[src/rtl/pio_pkg.sv]
package pio_pkg;

  typedef enum logic [1:0] {
    ST_IDLE    = 2'd0,
    ST_SETUP   = 2'd1,
    ST_ACTIVE  = 2'd2,
    ST_RECOVER = 2'd3
  } pio_state_e;

  // write data hold after strobe release, in clocks, per PIO mode
  function automatic logic [1:0] hold_for_mode(input logic [2:0] mode);
    if (mode == 3'd0)      return 2'd3;
    else if (mode < 3'd3)  return 2'd2;
    else                   return 2'd1;
  endfunction

endpackage

[src/rtl/pio_sync.sv]
module pio_sync #(
  parameter int STAGES = 2
) (
  input  logic clk,
  input  logic rst,
  input  logic d_in,
  output logic d_out
);
  logic [STAGES-1:0] chain;

  generate
    for (genvar i = 0; i < STAGES; i++) begin : g_stage
      if (i == 0) begin : g_first
        always_ff @(posedge clk) begin
          if (rst) chain[0] <= 1'b0;
          else     chain[0] <= d_in;
        end
      end else begin : g_next
        always_ff @(posedge clk) begin
          if (rst) chain[i] <= 1'b0;
          else     chain[i] <= chain[i-1];
        end
      end
    end
  endgenerate

  assign d_out = chain[STAGES-1];
endmodule

[src/rtl/pio_timing_sel.sv]
module pio_timing_sel import pio_pkg::*; #(
  parameter int CNT_W = 8
) (
  input  logic             data_port,
  input  logic [CNT_W-1:0] setup,
  input  logic [CNT_W-1:0] act8,
  input  logic [CNT_W-1:0] cyc8,
  input  logic [CNT_W-1:0] rec8,
  input  logic [CNT_W-1:0] act16,
  input  logic [CNT_W-1:0] cyc16,
  input  logic [CNT_W-1:0] rec16,
  input  logic [CNT_W-1:0] act_taken,
  input  logic [2:0]       pio_mode,
  output logic [CNT_W-1:0] setup_len,
  output logic [CNT_W-1:0] act_len,
  output logic [CNT_W-1:0] rec_len,
  output logic [1:0]       hold_len
);
  localparam logic [CNT_W-1:0] ONE = CNT_W'(1);

  logic [CNT_W-1:0] cyc_sel, rec_min, span;

  always_comb begin
    setup_len = (setup == '0) ? ONE : setup;
    if (data_port) begin
      act_len = (act16 == '0) ? ONE : act16;
      cyc_sel = cyc16;
      rec_min = (rec16 == '0) ? ONE : rec16;
    end else begin
      act_len = (act8 == '0) ? ONE : act8;
      cyc_sel = cyc8;
      rec_min = (rec8 == '0) ? ONE : rec8;
    end
    span = cyc_sel - act_taken;
    if (cyc_sel > act_taken && span > rec_min) rec_len = span;
    else                                        rec_len = rec_min;
    hold_len = hold_for_mode(pio_mode);
  end
endmodule

[src/rtl/pio_cycle_seq.sv]
module pio_cycle_seq import pio_pkg::*; #(
  parameter int DATA_W      = 16,
  parameter int ADDR_W      = 3,
  parameter int CNT_W       = 8,
  parameter int IORDY_LIMIT = 129
) (
  input  logic              clk,
  input  logic              rst,
  input  logic              req_valid,
  input  logic              req_write,
  input  logic              req_data_port,
  input  logic              req_ctl_blk,
  input  logic [ADDR_W-1:0] req_addr,
  input  logic [DATA_W-1:0] req_wdata,
  input  logic [CNT_W-1:0]  cfg_setup,
  input  logic [CNT_W-1:0]  cfg_act8,
  input  logic [CNT_W-1:0]  cfg_cyc8,
  input  logic [CNT_W-1:0]  cfg_rec8,
  input  logic [CNT_W-1:0]  cfg_act16,
  input  logic [CNT_W-1:0]  cfg_cyc16,
  input  logic [CNT_W-1:0]  cfg_rec16,
  input  logic [2:0]        cfg_pio_mode,
  input  logic              cfg_iordy_en,
  input  logic              iordy_in,
  input  logic [DATA_W-1:0] ata_dd_in,
  output logic              req_ready,
  output logic              ata_cs0_n,
  output logic              ata_cs1_n,
  output logic [ADDR_W-1:0] ata_da,
  output logic              ata_dior_n,
  output logic              ata_diow_n,
  output logic [DATA_W-1:0] ata_dd_out,
  output logic              ata_dd_oe,
  output logic [DATA_W-1:0] rdata,
  output logic              done
);
  localparam logic [CNT_W-1:0] LIMIT_C = CNT_W'(IORDY_LIMIT);

  pio_state_e       state;
  logic [CNT_W-1:0] cnt, act_taken;
  logic [CNT_W-1:0] setup_len, act_len, rec_len;
  logic [1:0]       hold_len, hold_cnt;
  logic             wr_q, dport_q, iordy_s, act_exit;

  pio_sync #(.STAGES(2)) u_sync (
    .clk   (clk),
    .rst   (rst),
    .d_in  (iordy_in),
    .d_out (iordy_s)
  );

  pio_timing_sel #(.CNT_W(CNT_W)) u_tsel (
    .data_port (dport_q),
    .setup     (cfg_setup),
    .act8      (cfg_act8),
    .cyc8      (cfg_cyc8),
    .rec8      (cfg_rec8),
    .act16     (cfg_act16),
    .cyc16     (cfg_cyc16),
    .rec16     (cfg_rec16),
    .act_taken (act_taken),
    .pio_mode  (cfg_pio_mode),
    .setup_len (setup_len),
    .act_len   (act_len),
    .rec_len   (rec_len),
    .hold_len  (hold_len)
  );

  assign req_ready = (state == ST_IDLE) && (hold_cnt == 2'd0);
  assign act_exit  = (state == ST_ACTIVE) && (cnt == '0) &&
                     !(cfg_iordy_en && !iordy_s && act_taken < LIMIT_C);

  always_ff @(posedge clk) begin
    if (rst) begin
      state      <= ST_IDLE;
      cnt        <= '0;
      act_taken  <= '0;
      wr_q       <= 1'b0;
      dport_q    <= 1'b0;
      ata_cs0_n  <= 1'b1;
      ata_cs1_n  <= 1'b1;
      ata_da     <= '0;
      ata_dior_n <= 1'b1;
      ata_diow_n <= 1'b1;
      ata_dd_out <= '0;
      rdata      <= '0;
      done       <= 1'b0;
    end else begin
      done <= 1'b0;
      unique case (state)
        ST_IDLE: begin
          if (req_valid && req_ready) begin
            state      <= ST_SETUP;
            wr_q       <= req_write;
            dport_q    <= req_data_port;
            ata_da     <= req_addr;
            ata_cs0_n  <= req_ctl_blk;
            ata_cs1_n  <= !req_ctl_blk;
            ata_dd_out <= req_wdata;
            cnt        <= setup_len - 1'b1;
          end
        end
        ST_SETUP: begin
          if (cnt == '0) begin
            state      <= ST_ACTIVE;
            ata_dior_n <= wr_q;
            ata_diow_n <= !wr_q;
            cnt        <= act_len - 1'b1;
            act_taken  <= CNT_W'(1);
          end else begin
            cnt <= cnt - 1'b1;
          end
        end
        ST_ACTIVE: begin
          if (act_exit) begin
            state      <= ST_RECOVER;
            ata_dior_n <= 1'b1;
            ata_diow_n <= 1'b1;
            if (!wr_q) rdata <= ata_dd_in;
            cnt        <= rec_len - 1'b1;
          end else begin
            if (cnt != '0) cnt <= cnt - 1'b1;
            act_taken <= act_taken + 1'b1;
          end
        end
        ST_RECOVER: begin
          if (cnt == '0) begin
            state     <= ST_IDLE;
            ata_cs0_n <= 1'b1;
            ata_cs1_n <= 1'b1;
            done      <= 1'b1;
          end else begin
            cnt <= cnt - 1'b1;
          end
        end
        default: state <= ST_IDLE;
      endcase
    end
  end

  // data bus enable and post-write hold
  always_ff @(posedge clk) begin
    if (rst) begin
      ata_dd_oe <= 1'b0;
      hold_cnt  <= 2'd0;
    end else if (state == ST_SETUP && cnt == '0 && wr_q) begin
      ata_dd_oe <= 1'b1;
    end else if (act_exit && wr_q) begin
      hold_cnt <= hold_len;
    end else if (hold_cnt != 2'd0) begin
      hold_cnt <= hold_cnt - 1'b1;
      if (hold_cnt == 2'd1) ata_dd_oe <= 1'b0;
    end
  end
endmodule

[config.mk]
export PLATFORM = sky130hd
export DESIGN_NAME = pio_cycle_seq
export DESIGN_NICKNAME = d
export VERILOG_FILES = /design/src/rtl/pio_pkg.sv /design/src/rtl/pio_sync.sv /design/src/rtl/pio_timing_sel.sv /design/src/rtl/pio_cycle_seq.sv
export SDC_FILE = /design/constraint.sdc
export NUM_CORES = 1
export LEC_CHECK = 0
export BUFFER_PORTS_ARGS = -buffer_cell sky130_fd_sc_hd__buf_2
export CORE_MARGIN = 2
export CORE_UTILIZATION = 30
export DETAILED_ROUTE_END_ITERATION = 12
export GPL_TIMING_DRIVEN = 0
export PLACE_DENSITY = 0.49
export SYNTH_ARGS = -nofsm -noshare
export SYNTH_HDL_FRONTEND = slang
export SYNTH_SLANG_ARGS = --single-unit
[constraint.sdc]
create_clock -name clk -period 7.86 [get_ports clk]
set_input_delay 0.786 -clock clk [delete_from_list [all_inputs] [get_ports clk]]
set_output_delay 0.786 -clock clk [all_outputs]
set_load 0.005 [all_outputs]
==> key figures <==
Placement
  • IO buf count: 143
  • Routability cong.: 0.815
  • Post-DP HPWL: 11200 um
  • Post-Place Worst Slack: 1410 ps
  • Placed Instance Area: 5490 um^2

Detailed routing
  • Drc violations: 0
  • Total iterations of the first detailed-routing run: 4
  • Drt wl/cell: 15.0 um
  • Vias: 4690
  • Initial DRC count: 246
  • Total Wirelength: 13800 um
  • Routed vias/inst: 5.08
  • Antenna Violating Nets Remaining: 0

Clocking
  • Clock Tree Root: clkbuf_16
  • Clock slew at reported path FFs: 60 ps
  • Num CTS Buffers: 9
  • CTS tree: built
  • Post-CTS Setup Inserts: 0
  • Post-CTS Resized: 0
  • Worst-case clock buffer depth: 2
  • Clk sinks: 65
  • Hold buffers post-CTS: 0
  • H-tree levels: 3
  • Clk_lat worst skew: 330 ps

STA
  • Maximum clock frequency: 0.155 GHz
  • Clock skew: 7.85 ps
  • Setup TNS Final: 0 ps
  • Final setup fails: 0
  • Final worst setup slack: 1400 ps
  • Minimum clock period: 6460 ps
  • Worst slew margin: 36.6%
  • Worst slew pin tran: 940 ps
  • Final hold vios: 0
  • RSZ-0062 raised after global routing: false
  • Pins over their slew limit: 0
  • Fin crit share: 82.1%

Worst setup path
  • Max incr delay on CP: 810 ps
  • CP most frequent cell: ha_1
  • CP Max Fanout: 10
  • Worst Setup Path Type: reg -> reg
  • Worst EP required: 8080 ps
  • CP Launch Type: register
  • Critical Path, Cell by Cell: buf_2 > buf_2 > buf_1 > mux2_2 > ha_1 > and3b_1 > o21a_1 > o311ai_0 > ha_1 > nand3_1 > or3_1 > o221a_2 > nand2_1 > a21oi_1 > ha_1 > nand2_1 > o41ai_1 > a31oi_1 > o31a_1
  • Worst setup EP type: register
  • Slowest library cell on the worst path: o311ai_0
  • Worst Path Arrival: 6680 ps

Power and ir drop
  • PwrDens: 304 nW/um^2
  • Peak VDD IR: 0.122 mV
  • Total power: 1.76 mW
  • Leak: 2.41 nW

Floorplan
  • Rows: 44
  • Die height: 127 um
  • Core box area: 14600 um^2
  • Initial Util: 31.0%
  • Die Wd: 127 um
  • Io pins: 144
  • Die ar.: 16100 um^2

Synthesis
  • Mapped Area: 4540 um^2
  • Post-Syn Nets: 714
  • Mean post-synth cell area: 7.82 um^2
  • Xor and xnor area share after synthesis: 5.79%
  • Asr flop ratio synth: 0%
  • Simple-gate share of the synthesized area: 23.6%
  • Post-synthesis mux area share: 6.14%
  • Synthesis Warnings: 0
  • Area share of fa/ha/maj cells after synthesis: 8.71%
  • Cell count after synthesis: 581
  • Register area share after synthesis: 28.7%
  • Post-synth EDFFs: 0
  • Post-synthesis compound-gate area fraction: 23.1%
  • Largest family of logic cells by synthesized area: simple AND/OR/NAND/NOR gates
  • Cell variety after synth: 65
  • Synth Register Bits: 65
  • Synth Flop Type: dfxtp_1

Finish
  • Area occupied by multi-input gates: 3060 um^2
  • Post-route design area: 5790 um^2
  • Fin nets: 868
  • Core Util, Final: 39.6%
  • Register area: 1300 um^2
  • Share of layout cells above drive strength 1: 25.4%
  • Area Growth Syn to Fin: 27.6%
  • Antenna Cells: 0
  • Filler Cells Inserted: 1552
  • Commonest non-fill, non-tap cell in the layout: buf_2
  • Most frequent cells in the layout: buf_2, nand2_1, a21oi_1, dfxtp_1, nor2_1

Global routing
  • Grt ovf: 0
  • First-pass GRT wire length: 22300 um
  • GRT Total Usage: 17.1%
  • Largest net degree at the start of global routing: 13
  • Number of global-route vias before repair: 4715
  • Initial antenna violation count: 0

Run status
  • Status: complete, no violations

Flow run
  • Maxcap violations: 0

Hold path
  • Hold Crit Class: reg -> reg
==> cells by family after synthesis <==
group	count (synthesis)
xor gates and xnor gates	30
buffers and inverters	48
DFF	65
adders and majority gates	31
and+or+nand+nor	226
AOI/OAI and AO/OA	154
muxes	27
==> through the flow <==
step	std cells	hold slack [ps]
2_1_floorplan	581	414
3_3_place_gp	908	418
3_5_place_dp	908	433
4_1_cts	924	449
5_1_grt	924	466
6_report	924	444
==> worst max-delay path: cells and delay by family, from the launching register on <==
| kind | cells | cell delay, ps |
|---|---|---|
| flops | 1 | 450 |
| mux | 1 | 420 |
| simple gates | 5 | 810 |
| fa+ha+maj | 3 | 1090 |
| compound gates | 7 | 2330 |
| buf+inv | 3 | 1210 |
==> sequential cells by signal (all words and copies together), names as in the netlist, 2 cells and up <==
signal / flops
act_taken: 8
ata_da: 3
ata_dd_out: 16
cnt: 8
hold_cnt: 2
rdata: 16
state: 2
==> synth_stat cells, types with 4 or more instances <==
master	count	area, um^2
a211oi_1	8	60.1
a21o_1	8	60.1
a21oi_1	65	325
and2_1	4	25.0
and3_1	4	25.0
buf_2	4	20.0
clkbuf_1	16	60.1
dfxtp_1	65	1300
ha_1	30	375
inv_1	27	101
mux2_2	7	78.8
mux2i_1	20	200
nand2_1	102	383
nand2b_1	6	37.5
nand3_1	11	55.1
nand4_1	6	37.5
nor2_1	37	139
nor2b_1	7	43.8
nor3_1	17	85.1
nor3b_1	4	30.0
nor4_1	10	62.6
o211ai_1	5	37.5
o21ai_0	13	65.1
o21bai_1	9	67.6
o31ai_1	4	30.0
xnor2_1	23	201
xor2_1	7	61.3
==> final timing paths <==
| path | cells after the start | to | slack [ps] | start |
|---|---|---|---|---|
| hold reg to reg | 1 | u_sync.d_out | 440 | u_sync.chain[0] |
| setup / recovery | 19 | cnt[6] | 1400 | dport_q |
| setup reg to reg | 19 | cnt[6] | 1400 | dport_q |
| hold / removal | 1 | u_sync.d_out | 440 | u_sync.chain[0] |
==> where the power goes <==
part,switching [mW],total (mW),internal (mW)
clock,0.150,0.404,0.254
sequential,0.0567,0.449,0.393
combinational,0.540,0.911,0.371
==> layer usage <==
| layer | vias up | share of wire [%] | track usage, % |
|---|---|---|---|
| met1 | 2163 | 46 | 21.3 |
| met2 | 119 | 48 | 29.8 |
| met4 | 0 | 1.6 | 4.72 |
| li1 | 2387 | - | - |
| met5 | - | 0 | 0 |
| met3 | 21 | 4.7 | 3.69 |
==> cell type report <==
class / count / area share [%]
plain buffers: 21 / 1.45
inverters: 27 / 1.75
clock inverters: 6 / 1.17
repair buffers: 143 / 12.4
flip-flops and latches: 65 / 22.5
well taps: 184 / 3.97
multi-input cells: 468 / 52.7
clock buffers: 10 / 4.12
No activity file was read; power rests on OpenSTA's default activity.
